`src/rtl/pwm_tri_pkg.sv`:
```
package pwm_tri_pkg;
  localparam logic DIR_UP = 1'b1;
  localparam logic DIR_DN = 1'b0;

  // Reason the auxiliary counter picks its next direction, highest priority first.
  typedef enum logic [2:0] {
    AEV_NONE,
    AEV_CREST,
    AEV_TROUGH,
    AEV_AUX_HALF,
    AEV_AUX_DEAD
  } aux_event_t;
endpackage

```
`src/rtl/pwm_tri_bounce.sv`:
```
module pwm_tri_bounce #(
  parameter int W = 16
) (
  input  logic         clk,
  input  logic         rst,
  input  logic         run,
  input  logic         tick,
  input  logic [W-1:0] lo,
  input  logic [W-1:0] hi,
  input  logic [W-1:0] load_val,
  output logic [W-1:0] cnt,
  output logic         up
);
  import pwm_tri_pkg::*;

  logic [W-1:0] cnt_nx;
  logic         up_nx;

  always_comb begin
    cnt_nx = cnt;
    up_nx  = up;
    if (!run) begin
      cnt_nx = load_val;
      up_nx  = DIR_UP;
    end else if (tick) begin
      if (up == DIR_UP) begin
        if (cnt == hi) begin
          up_nx  = DIR_DN;
          cnt_nx = cnt - 1'b1;
        end else begin
          cnt_nx = cnt + 1'b1;
        end
      end else begin
        if (cnt == lo) begin
          up_nx  = DIR_UP;
          cnt_nx = cnt + 1'b1;
        end else begin
          cnt_nx = cnt - 1'b1;
        end
      end
    end
  end

  always_ff @(posedge clk) begin
    if (rst) begin
      cnt <= '0;
      up  <= DIR_UP;
    end else begin
      cnt <= cnt_nx;
      up  <= up_nx;
    end
  end


  bounce_hold_chk: assert property (@(posedge clk) disable iff (rst)
    (run && !tick) |=> ($stable(cnt) && $stable(up)));


  bounce_top_turn_chk: assert property (@(posedge clk) disable iff (rst)
    (run && tick && up && cnt == hi) |=> (!up && cnt == $past(hi) - 1'b1));


  bounce_low_turn_chk: assert property (@(posedge clk) disable iff (rst)
    (run && tick && !up && cnt == lo) |=> (up && cnt == $past(lo) + 1'b1));


  bounce_load_chk: assert property (@(posedge clk) disable iff (rst)
    (!run) |=> (up && cnt == $past(load_val)));
endmodule

```
`src/rtl/pwm_tri_aux.sv`:
```
module pwm_tri_aux #(
  parameter int W = 16
) (
  input  logic         clk,
  input  logic         rst,
  input  logic         run,
  input  logic         tick,
  input  logic [W-1:0] main_cnt,
  input  logic         main_up,
  input  logic [W-1:0] offs_cnt,
  input  logic         offs_up,
  input  logic [W-1:0] dead_time,
  input  logic [W-1:0] half_cycle,
  input  logic [W-1:0] upper_limit,
  output logic [W-1:0] aux_cnt,
  output logic         aux_up
);
  import pwm_tri_pkg::*;

  aux_event_t   ev;
  logic         dir_nx;
  logic [W-1:0] cnt_nx;

  always_comb begin
    if (main_up && main_cnt == half_cycle)
      ev = AEV_CREST;
    else if (!offs_up && offs_cnt == dead_time)
      ev = AEV_TROUGH;
    else if (!aux_up && aux_cnt == half_cycle)
      ev = AEV_AUX_HALF;
    else if (aux_up && aux_cnt == dead_time)
      ev = AEV_AUX_DEAD;
    else
      ev = AEV_NONE;
  end

  always_comb begin
    case (ev)
      AEV_CREST:    dir_nx = DIR_DN;
      AEV_TROUGH:   dir_nx = DIR_UP;
      AEV_AUX_HALF: dir_nx = DIR_UP;
      AEV_AUX_DEAD: dir_nx = DIR_DN;
      default:      dir_nx = aux_up;
    endcase
  end

  always_comb begin
    if (dir_nx == DIR_UP)
      cnt_nx = (aux_cnt == upper_limit) ? '0 : aux_cnt + 1'b1;
    else
      cnt_nx = (aux_cnt == '0) ? upper_limit : aux_cnt - 1'b1;
  end

  always_ff @(posedge clk) begin
    if (rst) begin
      aux_cnt <= '0;
      aux_up  <= DIR_UP;
    end else if (run && tick) begin
      aux_cnt <= cnt_nx;
      aux_up  <= dir_nx;
    end
  end


  aux_idle_hold_chk: assert property (@(posedge clk) disable iff (rst)
    (!run) |=> ($stable(aux_cnt) && $stable(aux_up)));


  aux_crest_chk: assert property (@(posedge clk) disable iff (rst)
    (run && tick && main_up && main_cnt == half_cycle) |=> !aux_up);


  aux_trough_chk: assert property (@(posedge clk) disable iff (rst)
    (run && tick && !(main_up && main_cnt == half_cycle)
     && !offs_up && offs_cnt == dead_time) |=> aux_up);


  aux_wrap_up_chk: assert property (@(posedge clk) disable iff (rst)
    (run && tick && dir_nx && aux_cnt == upper_limit) |=> (aux_cnt == '0));


  aux_wrap_dn_chk: assert property (@(posedge clk) disable iff (rst)
    (run && tick && !dir_nx && aux_cnt == '0) |=> (aux_cnt == $past(upper_limit)));
endmodule

```
`src/rtl/pwm_tri_carrier.sv`:
```
module pwm_tri_carrier #(
  parameter int W = 16
) (
  input  logic         clk,
  input  logic         rst,
  input  logic         run,
  input  logic         tick,
  input  logic [W-1:0] dead_time,
  input  logic [W-1:0] half_cycle,
  input  logic [W-1:0] upper_limit,
  output logic [W-1:0] main_cnt,
  output logic         main_up,
  output logic [W-1:0] offs_cnt,
  output logic         offs_up,
  output logic [W-1:0] aux_cnt,
  output logic         aux_up,
  output logic         aux_valid
);
  localparam int LANES = 2;

  logic [W-1:0] lane_lo   [LANES];
  logic [W-1:0] lane_hi   [LANES];
  logic [W-1:0] lane_load [LANES];
  logic [W-1:0] lane_cnt  [LANES];
  logic         lane_up   [LANES];

  // Lane 0: main counter, lane 1: offset counter.
  assign lane_lo[0]   = dead_time;
  assign lane_hi[0]   = upper_limit;
  assign lane_load[0] = dead_time;
  assign lane_lo[1]   = '0;
  assign lane_hi[1]   = half_cycle;
  assign lane_load[1] = '0;

  for (genvar g = 0; g < LANES; g++) begin : g_lane
    pwm_tri_bounce #(.W(W)) u_bounce (
      .clk      (clk),
      .rst      (rst),
      .run      (run),
      .tick     (tick),
      .lo       (lane_lo[g]),
      .hi       (lane_hi[g]),
      .load_val (lane_load[g]),
      .cnt      (lane_cnt[g]),
      .up       (lane_up[g])
    );
  end

  assign main_cnt = lane_cnt[0];
  assign main_up  = lane_up[0];
  assign offs_cnt = lane_cnt[1];
  assign offs_up  = lane_up[1];

  pwm_tri_aux #(.W(W)) u_aux (
    .clk         (clk),
    .rst         (rst),
    .run         (run),
    .tick        (tick),
    .main_cnt    (lane_cnt[0]),
    .main_up     (lane_up[0]),
    .offs_cnt    (lane_cnt[1]),
    .offs_up     (lane_up[1]),
    .dead_time   (dead_time),
    .half_cycle  (half_cycle),
    .upper_limit (upper_limit),
    .aux_cnt     (aux_cnt),
    .aux_up      (aux_up)
  );

  always_ff @(posedge clk) begin
    if (rst) aux_valid <= 1'b0;
    else     aux_valid <= run;
  end


  valid_follow_chk: assert property (@(posedge clk) disable iff (rst)
    run |=> aux_valid);


  valid_drop_chk: assert property (@(posedge clk) disable iff (rst)
    !run |=> !aux_valid);


  reset_state_chk: assert property (@(posedge clk)
    rst |=> (main_cnt == '0 && offs_cnt == '0 && aux_cnt == '0
             && main_up && offs_up && aux_up && !aux_valid));
endmodule

```
`config.mk`:
```
export PLATFORM = sky130hd
export DESIGN_NAME = pwm_tri_carrier
export DESIGN_NICKNAME = d
export VERILOG_FILES = /design/src/rtl/pwm_tri_pkg.sv /design/src/rtl/pwm_tri_bounce.sv /design/src/rtl/pwm_tri_aux.sv /design/src/rtl/pwm_tri_carrier.sv
export SDC_FILE = /design/constraint.sdc
export NUM_CORES = 1
export LEC_CHECK = 0
export ABC_AREA = 1
export BUFFER_PORTS_ARGS = -buffer_cell sky130_fd_sc_hd__buf_2
export CAP_MARGIN = 20
export CORE_ASPECT_RATIO = 0.8
export CORE_MARGIN = 2
export CORE_UTILIZATION = 35
export DETAILED_ROUTE_END_ITERATION = 6
export MAX_ROUTING_LAYER = met4
export RECOVER_POWER = 25
export SLEW_MARGIN = 20
export SYNTH_ARGS = -nofsm -noshare
export SYNTH_HDL_FRONTEND = slang
export SYNTH_SLANG_ARGS = --single-unit
```
`constraint.sdc`:
```
create_clock -name clk -period 2.4 [get_ports clk]
set_input_delay 0.72 -clock clk [delete_from_list [all_inputs] [get_ports clk]]
set_output_delay 0.72 -clock clk [all_outputs]
set_load 0.005 [all_outputs]
```
==> results.md, run 1 <==
* Outcome: finished clean
* Util after Layout at 0.439
* Clock buffer depth at 2
* Dominant cell type by area after synthesis: nand2_1
* Core area at 0.0199 mm^2
* Finished Layout Cells at about 1700
* Yosys cell types at between 40 and 50
* Die X at ~160 um
* Initial Util at 0.358
* Synth Register Bits at 52
* Clock-pin slew on the worst setup and hold paths at about 70 ps
* Via count of the first global-routing pass at 8044
* Hold Path Depth at 2
* Pwr Density at around 330 mW/mm^2
* Max-cap violations at 0
* P_sw at 0.00119 W
* Least-Margin Pin Slew at 1100 ps
* WP data arrival at 2500 ps
* First-pass iteration count of the detailed router at 6
* Hold Vio Cnt, Final at 0
* Flop pwr share at 0.332
* Setup TNS at 0 ps
* Final setup fails at 0
* Post-synth top area share at 0.198
* Clock Skews at 7.34 ps
* Syn-to-layout area delta at 22.5%
* Crit start category: primary input
* Netlist Area Pre-Place at 0.00711 mm^2
* Port buffer count at slightly above 100
* Overflow left after global routing at 0
* Final ANT Viol Nets at 0
* Via density at 5.33
* Comb pwr share at 0.409
* Hold Path Origin: g_lane[1].u_bounce.cnt[15]
* Num Clock Sinks at 52
* Most used DFF post-synth: dfxtp_1
* Fraction of layout cells with a size suffix above 1 at 0.219
* Synth async-reset ratio at 0
* HP Class: register to register
* DRC at 0
* Crit share post-route at 0.964
* Final Slew Violations at 0
* Drt initial violations at 1028
* Pleak at 4.35 nW
* Post-Syn Instances at 1263
* Count leader, synth: nand2_1
* Die height at 131 um
* Layout Nets at ~1500
* Initial antenna violation count at 0
* Max transition margin at 0.264
* DR vias at about 9000
* Crit path time final at 2310 ps
* Hold Crit Endpoint: g_lane[1].u_bounce.cnt[15]
* Post-synth EDFFs at 0
* Max Freq at about 430 MHz
* Syn_area_per_cell at 5.63 um^2
* Layout filler cell count at 2295
* FF-to-FF setup slack at 110 ps
* CP max FO at 7
* WL final at 32000 um
* FP Rows at 46
* Overall Global Routing Usage at 0.300
* Top cells by area, synth: nand2_1, dfxtp_1, nand3_1
* Post-Synthesis Net Count at 1323
* Reg-to-Reg End: u_aux.aux_cnt[12]
* Multi-input logic area at 0.00517 mm^2
* FF/Latch Area at 0.00104 mm^2
* Critical Path Sink Type: register
* Largest net degree at the start of global routing at 32
* Gp weighted congestion at 1.00
* Worst r2r src: g_lane[0].u_bounce.cnt[8]
* Internal at 0.00172 W
* Dpl cells at 1693
* CTS tree: yes
* Post-synthesis sequential area ratio at 0.146
* Synth cell count leaders: nand2_1, nor2_1, nand3_1
* Number of CTS-inserted buffers at 5
* Max IR drop VDD at between 200 and 250 uV
* Number of hold buffers added after cts at 0
* Net Sw Frac at 0.408
* WL/cell at 18.7 um
* Yosys warns at 0
* Clk pwr share at 0.259
* CTS root buf: clkbuf_16
* Final HPWL DP at 25800 um
* Global-route wire length before repair at 48400 um
* # IOs at 104
* Worst-Skew Late Latency at 310 ps
* Critical path class: primary input to register
* CTS HTree Levels at 2
* Critical Path RT at ~2600 ps
* Reg2reg path depth at 13
* Die ar. at 0.0215 mm^2
[cell families (layout without fill, tap and decap cells)]
| kind of cell | count (synthesis) | after routing | synth area share |
|---|---|---|---|
| xor gates and xnor gates | 96 | 96 | 0.118 |
| other | 0 | 1 | 0 |
| adders and majority gates | 8 | 8 | 0.0141 |
| and+or+nand+nor | 770 | 770 | 0.481 |
| muxes | 1 | 1 | 0.00141 |
| AOI/OAI and AO/OA | 139 | 140 | 0.110 |
| buffers and inverters | 197 | 379 | 0.129 |
| DFF | 52 | 52 | 0.146 |
[power groups by stage]
stage | clock network (W) | logic, W | registers, W
after CTS | 0.000760 | 0.00116 | 0.000964
final | 0.000754 | 0.00119 | 0.000968
after detailed placement | 0 | 0.00115 | 0.000984
after floorplan | 0 | 0.000724 | 0.000942
after global routing | 0.000790 | 0.00131 | 0.000969
after global placement | 0 | 0.00116 | 0.000984
[through the flow]
step / hold slack (ps) / setup WS [ps] / instance area, um^2 / total power, W
after floorplan: 499 / 416 / 7110 / 0.00167
after global placement: 527 / -161 / 8520 / 0.00214
after detailed placement: 539 / -160 / 8520 / 0.00214
after CTS: 552 / 150 / 8650 / 0.00288
after global routing: 588 / -22.5 / 8710 / 0.00307
final: 551 / 86.9 / 8710 / 0.00291
[cell usage in the layout (no fill, tap or decap), types with 26 or more instances in the layout]
cell type and n:
inv_1 109, nand4_1 40, nand2_1 376, a21oi_1 57, xnor2_1 36, nor3_1 26
o21ai_0 39, buf_4 125, nand3_1 126, nor2_1 145, buf_2 98, dfxtp_1 50
xor2_1 60
[routing by layer]
layer / routed length, um / track usage
met4: 582 / 0.0610
met3: 3090 / 0.0562
met2: 13000 / 0.411
met5: 0 / -
met1: 15400 / 0.451
[timing repair]
item,4_1_cts,5_1_grt
buffers inserted,0,9
resized for setup,0,4
setup endpoints to repair,0,8
[registers in the layout (all words and copies together), names as in the netlist, named ones only]
signal and flops:
u_aux.aux_cnt 16, g_lane.u_bounce.cnt 32, aux_valid 1, g_lane.u_bounce.up 2
[worst max path at each step]
| stage | start | to | slack, ps | cells past startpoint |
|---|---|---|---|---|
| after floorplan | dead_time[15] | g_lane[0].u_bounce.cnt[10] | 420 | 11 |
| after global placement | dead_time[7] | u_aux.aux_cnt[1] | -160 | 14 |
| after detailed placement | dead_time[5] | u_aux.aux_cnt[1] | -160 | 15 |
| after CTS | dead_time[5] | u_aux.aux_cnt[1] | 150 | 15 |
| after global routing | u_aux.aux_cnt[1] | u_aux.aux_cnt[11] | -20 | 12 |
| final | dead_time[7] | u_aux.aux_cnt[12] | 90 | 14 |
[worst max-delay path, cell delays in order]
cell and delay (ps):
buf_2 130, inv_1 210, o21ai_0 140, nor2_1 150, nand2_1 60, nor2_1 160
nand3_1 160, nand2_1 140, nand2_4 80, o21ai_2 200, buf_4 200, nand2_2 40
nand3_2 60, a21oi_2 50
[cell type report]
type | instances | area share
diodes | 1 | 0.000287
clock buffers | 6 | 0.0148
clock inverters | 1 | 0.000575
inverters | 136 | 0.0596
multi-input cells | 1015 | 0.594
flip-flops and latches | 52 | 0.120
well taps | 264 | 0.0379
repair buffers | 236 | 0.173
(Power assumes the default switching activity.)
==> inputs of run 2 (changes only) <==
--- a/config.mk
+++ b/config.mk
@@ -8,11 +8,14 @@
 export ABC_AREA = 1
 export BUFFER_PORTS_ARGS = -buffer_cell sky130_fd_sc_hd__buf_2
 export CAP_MARGIN = 20
+export CELL_PAD_IN_SITES_DETAIL_PLACEMENT = 1
+export CELL_PAD_IN_SITES_GLOBAL_PLACEMENT = 1
 export CORE_ASPECT_RATIO = 0.8
 export CORE_MARGIN = 2
 export CORE_UTILIZATION = 35
 export DETAILED_ROUTE_END_ITERATION = 6
 export MAX_ROUTING_LAYER = met4
+export PLACE_DENSITY_LB_ADDON = 0.1
 export RECOVER_POWER = 25
 export SLEW_MARGIN = 20
 export SYNTH_ARGS = -nofsm -noshare
==> constraint.sdc (replaced) <==
create_clock -name clk -period 2.4 [get_ports clk]
set_input_delay 0.72 -clock clk [delete_from_list [all_inputs] [get_ports clk]]
set_output_delay 0.72 -clock clk [all_outputs]
set_load 0.05 [all_outputs]
==> results.md, run 2 (synthesis results as in run 1) <==
* Die height at 131 um
* Largest net degree at the start of global routing at 32
* Via density at 5.45
* Num Clock Sinks at 52
* Multi-input logic area at 0.00517 mm^2
* Reg2reg path depth at 12
* Post-Place Setup Slack at -168 ps
* Die ar. at 0.0215 mm^2
* Max Freq at between 400 and 500 MHz
* Number of CTS-inserted buffers at 5
* Die X at between 150 and 200 um
* Hold Path Depth at 2
* Port buffer count at 103
* WL final at 36300 um
* Crit path time final at about 2400 ps
* FF/Latch Area at ~0.0010 mm^2
* Worst-Skew Late Latency at 310 ps
* Fraction of layout cells with a size suffix above 1 at 0.220
* Number of hold buffers added after cts at 0
* DR vias at slightly above 9000
* FP Rows at 46
* # IOs at 104
* RSZ-0062 raised after global routing: false
* DRC at 0
* Critical Path Sink Type: register
* Hold Vio Cnt, Final at 0
* Clock Skews at 10.3 ps
* Worst r2r src: g_lane[0].u_bounce.cnt[4]
* Least-Margin Pin Slew at 620 ps
* Dpl cells at 1705
* Syn-to-layout area delta at 23.9%
* Final HPWL DP at 29700 um
* Max-cap violations at 0
* Most frequent cells in the layout: nand2_1, nor2_1, buf_4
* Max IR drop VDD at 255 uV
* Critical-path top delay cell: dfxtp_1
* Pleak at 4.35 nW
* HP Class: register to register
* WP data arrival at 2570 ps
* Hold Path Origin: u_aux.aux_cnt[3]
* Pwr Density at 367 mW/mm^2
* First-pass iteration count of the detailed router at 5
* Core area at approximately 0.02 mm^2
* Critical Path RT at around 2600 ps
* Number of flip-flops in the largest register at 32
* FF-to-FF setup slack at roughly 6.3 ps
* Layout filler cell count at about 2900
* Finished Layout Cells at 1715
* Final Slew Violations at 0
* Hold Crit Endpoint: u_aux.aux_cnt[3]
* Overall Global Routing Usage at 0.342
* Reg-to-Reg End: g_lane[0].u_bounce.cnt[4]
* Most flops, register: g_lane.u_bounce.cnt
* Util after Layout at 0.444
* CP dominant cell by count: nand2_2
* CP max FO at 11
* Via count of the first global-routing pass at 8753
* CTS root buf: clkbuf_16
* Clock buffer depth at 2
* Most common cell after layout, fill and taps aside: nand2_1
* Top Registers: g_lane.u_bounce.cnt x32, u_aux.aux_cnt x16, g_lane.u_bounce.up x2
* WL/cell at 21.2 um
* Clock-pin slew on the worst setup and hold paths at 90 ps
* CTS HTree Levels at 2
* Crit start category: register
* Cell family with most CP delay: simple AND/OR/NAND/NOR gates
* Critical path class: register to register
* Max transition margin at 0.586
* Critical Path, Cell by Cell: clkinv_2, nor2_1, nor3_1, nand2_1, nor2_2, nand2_2, nand2_2, nand2_2, buf_12, nand3_1, nand3_1, a21oi_1
* Final setup fails at 0
* Final ANT Viol Nets at 0
* Initial Util at 0.358
* CTS tree: yes
* Crit share post-route at 0.997
* Slowest stage delay, CP at 720 ps
* Global-route wire length before repair at 54200 um
* N_diodes at 0
* Drt initial violations at about 900
* Bufs and invs on worst path at 2
* Outcome: finished clean
* Layout Nets at 1510
* Gp weighted congestion at 0.941
* Final WS setup at approximately 6.3 ps
* Overflow left after global routing at 0
* Initial antenna violation count at 0
## run 2: how the worst max path moves through the flow
| stage | start | to | slack [ps] | cells after the start |
|---|---|---|---|---|
| after global routing | g_lane[0].u_bounce.cnt[4] | g_lane[0].u_bounce.cnt[4] | 10 | 12 |
| final | g_lane[0].u_bounce.cnt[4] | g_lane[0].u_bounce.cnt[4] | 6 | 12 |
| after floorplan | g_lane[1].u_bounce.cnt[1] | g_lane[1].u_bounce.cnt[12] | 230 | 12 |
| after global placement | dead_time[9] | u_aux.aux_cnt[0] | -160 | 14 |
| after CTS | u_aux.aux_cnt[0] | u_aux.aux_cnt[12] | 60 | 11 |
| after detailed placement | dead_time[9] | u_aux.aux_cnt[1] | -170 | 14 |
## run 2: worst register-to-register path, cell delays in order (launching register included)
cell and delay [ps]:
dfxtp_1 720, clkinv_2 350, nor2_1 180, nor3_1 80
nand2_1 100, nor2_2 80, nand2_2 80, nand2_2 70
nand2_2 280, buf_12 150, nand3_1 60, nand3_1 70
a21oi_1 60
## run 2: metrics by stage
stage / total power [W] / TNS (ps) / hold slack, ps / instance area, um^2
floorplan: 0.00177 / 0 / 722 / 7110
global placement: 0.00229 / -2310 / 537 / 8630
detailed placement: 0.00230 / -2400 / 541 / 8630
CTS: 0.00321 / 0 / 555 / 8800
global route: 0.00339 / 0 / 576 / 8810
finish: 0.00323 / 0 / 559 / 8810
## run 2: layout make-up
class	instances	area share
clock buffers	5	0.0142
clock inverters	3	0.00483
inverters	136	0.0594
multi-input cells	1014	0.587
flip-flops and latches	52	0.119
well taps	264	0.0375
repair buffers	241	0.178
## run 2: what timing repair did
| item | in CTS | in global routing |
|---|---|---|
| setup endpoints to repair | 0 | 17 |
| setup buffers | 0 | 2 |
| resized for setup | 0 | 12 |
| hold endpoints to repair | 0 | 0 |
## run 2: where the power goes
part	total [W]	switching (W)	internal [W]
Sequential	0.000966	0.0000740	0.000892
Combinational	0.00135	0.000888	0.000463
Clock	0.000916	0.000422	0.000494
## run 2: metal layers
metal | wire [um] | part of all wire | vias up | track usage
met4 | 360 | 0.0099 | 0 | 0.0438
met5 | 0 | 0 | - | -
met1 | 18100 | 0.50 | 4486 | 0.515
met2 | 14700 | 0.40 | 404 | 0.479
li1 | - | - | 4433 | -
met3 | 3140 | 0.086 | 30 | 0.0625
==> inputs of run 3 (changes only) <==
==> constraint.sdc (replaced) <==
create_clock -name clk -period 2.1 [get_ports clk]
set_input_delay 0.63 -clock clk [delete_from_list [all_inputs] [get_ports clk]]
set_output_delay 0.63 -clock clk [all_outputs]
set_load 0.05 [all_outputs]
==> results.md, run 3 (synthesis results as in run 1) <==
* Outcome: finished clean
* FF/Latch Area at 0.00108 mm^2
* Core area at about 0.02 mm^2
* Final Slew Violations at 0
* Max-cap violations at 0
* Max IR drop VDD at 318 uV
* Reg2reg path depth at 12
* Final ANT Viol Nets at 0
* Number of flip-flops in the largest register at 32
* Via density at 5.41
* Gp weighted congestion at between 0.9 and 1
* Max Freq at approximately 480 MHz
* Via count of the first global-routing pass at 9557
* # IOs at 104
* Crit start category: register
* GR Util met3 at 0.0691
* Clock Skews at 10.6 ps
* HP Class: register to register
* Most common cell after layout, fill and taps aside: nand2_1
* Pwr Density at 394 mW/mm^2
* FF-to-FF setup slack at 10 ps
* Port buffer count at 103
* Die X at 163 um
* CTS HTree Levels at 2
* DRC at 0
* Crit path time final at 2090 ps
* CTS root buf: clkbuf_16
* Num Clock Sinks at between 50 and 60
* Initial Util at 0.358
* Final HPWL DP at roughly 32000 um
* Max transition margin at 0.421
* N_diodes at 0
* Hold Vio Cnt, Final at 0
* Pleak at 5.06 nW
* FP Rows at 46
* RSZ-0062 raised after global routing: true
* CP max FO at 5
* Met2 Use GR at 0.517
* Number of hold buffers added after cts at 0
* Least-Margin Pin Slew at 869 ps
* Clock buffer depth at 2
* Critical path class: register to register
* Met1 usage at 0.528
* WP data arrival at 2330 ps
* Critical Path RT at 2350 ps
* DR vias at between 9000 and 10000
* Crit share post-route at 0.993
* Overflow left after global routing at 0
* Critical Path Start: g_lane[0].u_bounce.cnt[0]
* Die ar. at roughly 0.021 mm^2
* Util after Layout at 0.508
* Largest net degree at the start of global routing at 32
* Fraction of layout cells with a size suffix above 1 at 0.327
* Global-route wire length before repair at approximately 57000 um
* Overall Global Routing Usage at 0.362
* Clock-pin slew on the worst setup and hold paths at 80 ps
* GR peak layer: met1
* CTS tree: yes
* Worst-Skew Late Latency at 320 ps
* Number of CTS-inserted buffers at 5
* WL/cell at between 20 and 25 um
* Most frequent cells in the layout: nand2_1, buf_4, nor2_1
* Multi-input logic area at 0.00540 mm^2
* Drt initial violations at between 900 and 1000
* Die height at 131 um
* Layout filler cell count at 2821
* Top Registers: g_lane.u_bounce.cnt x32, u_aux.aux_cnt x16, g_lane.u_bounce.up x2
* First-pass iteration count of the detailed router at 7
* CP endpoint: g_lane[0].u_bounce.cnt[14]
* Critical Path Sink Type: register
* Layout Nets at 1624
* Most flops, register: g_lane.u_bounce.cnt
* Syn-to-layout area delta at 42.0%
* WL final at 39400 um
* Initial antenna violation count at 0
* Total Power at 0.00398 W
* Reg-to-Reg End: g_lane[0].u_bounce.cnt[14]
* Final setup fails at 0
* Worst r2r src: g_lane[0].u_bounce.cnt[0]
[run 3: changes by cell type in the layout (fill, tap and decap cells not counted), sizes merged]
cell / previous run / this run
buf: 217 / 343
clkbuf: 29 / 18
clkinvlp: 2 / 1
[run 3: metal layers]
metal / wire length (um) / up-vias
met4: 496 / 0
met3: 3160 / 39
met5: 0 / -
met1: 19000 / 4775
li1: - / 4671
met2: 16700 / 404
[run 3: worst min path at each step]
stage / slack (ps) / end / startpoint / cells after the start
after floorplan: 720 / g_lane[1].u_bounce.cnt[15] / g_lane[1].u_bounce.cnt[15] / 2
after global placement: 500 / g_lane[1].u_bounce.cnt[15] / g_lane[1].u_bounce.cnt[15] / 2
after detailed placement: 530 / g_lane[1].u_bounce.cnt[15] / g_lane[1].u_bounce.cnt[15] / 2
after CTS: 540 / g_lane[1].u_bounce.cnt[15] / g_lane[1].u_bounce.cnt[15] / 2
after global routing: 550 / g_lane[1].u_bounce.cnt[15] / g_lane[1].u_bounce.cnt[15] / 2
final: 540 / g_lane[1].u_bounce.cnt[15] / g_lane[1].u_bounce.cnt[15] / 2
[run 3: critical path: stages, from the launching register on]
cell	delay, ps
dfxtp_2	440
buf_4	160
ha_1	180
nand3_1	180
nor2_1	190
nand3_1	150
xor2_1	260
nand3_1	130
nand2_1	80
nand2_1	50
nand2_1	50
a21oi_1	50
nor2_1	90
[run 3: what timing repair did]
item	4_1_cts	5_1_grt
setup endpoints to repair	29	47
pin swaps	0	14
buffers inserted	0	6
resized for setup	10	96
gates cloned	0	2
[run 3: power breakdown]
| group | switching (W) | leakage [nW] | internal, W |
|---|---|---|---|
| sequential | 0.0000706 | 0.434 | 0.00102 |
| clock | 0.000471 | 0.0808 | 0.000565 |
| combinational | 0.00113 | 4.54 | 0.000715 |
[run 3: through the flow]
step	hold WS, ps	setup WS (ps)	setup TNS, ps	std cells	cell area [um^2]
final	536	14.9	0	1829	10100
after global routing	551	-74.0	-95.6	1829	10100
after CTS	541	4.24	0	1821	9730
after detailed placement	530	-328	-10320	1813	9550
after global placement	504	-347	-9030	1813	9550
after floorplan	722	23.5	0	1263	7110
[run 3: layout make-up]
type / instances / area share
Multi-Input combinational cell: 1014 / 0.535
Timing Repair Buffer: 355 / 0.257
Sequential cell: 52 / 0.107
Inverter: 136 / 0.0523
Tap cell: 264 / 0.0327
Clock buffer: 6 / 0.0128
Clock inverter: 2 / 0.00347
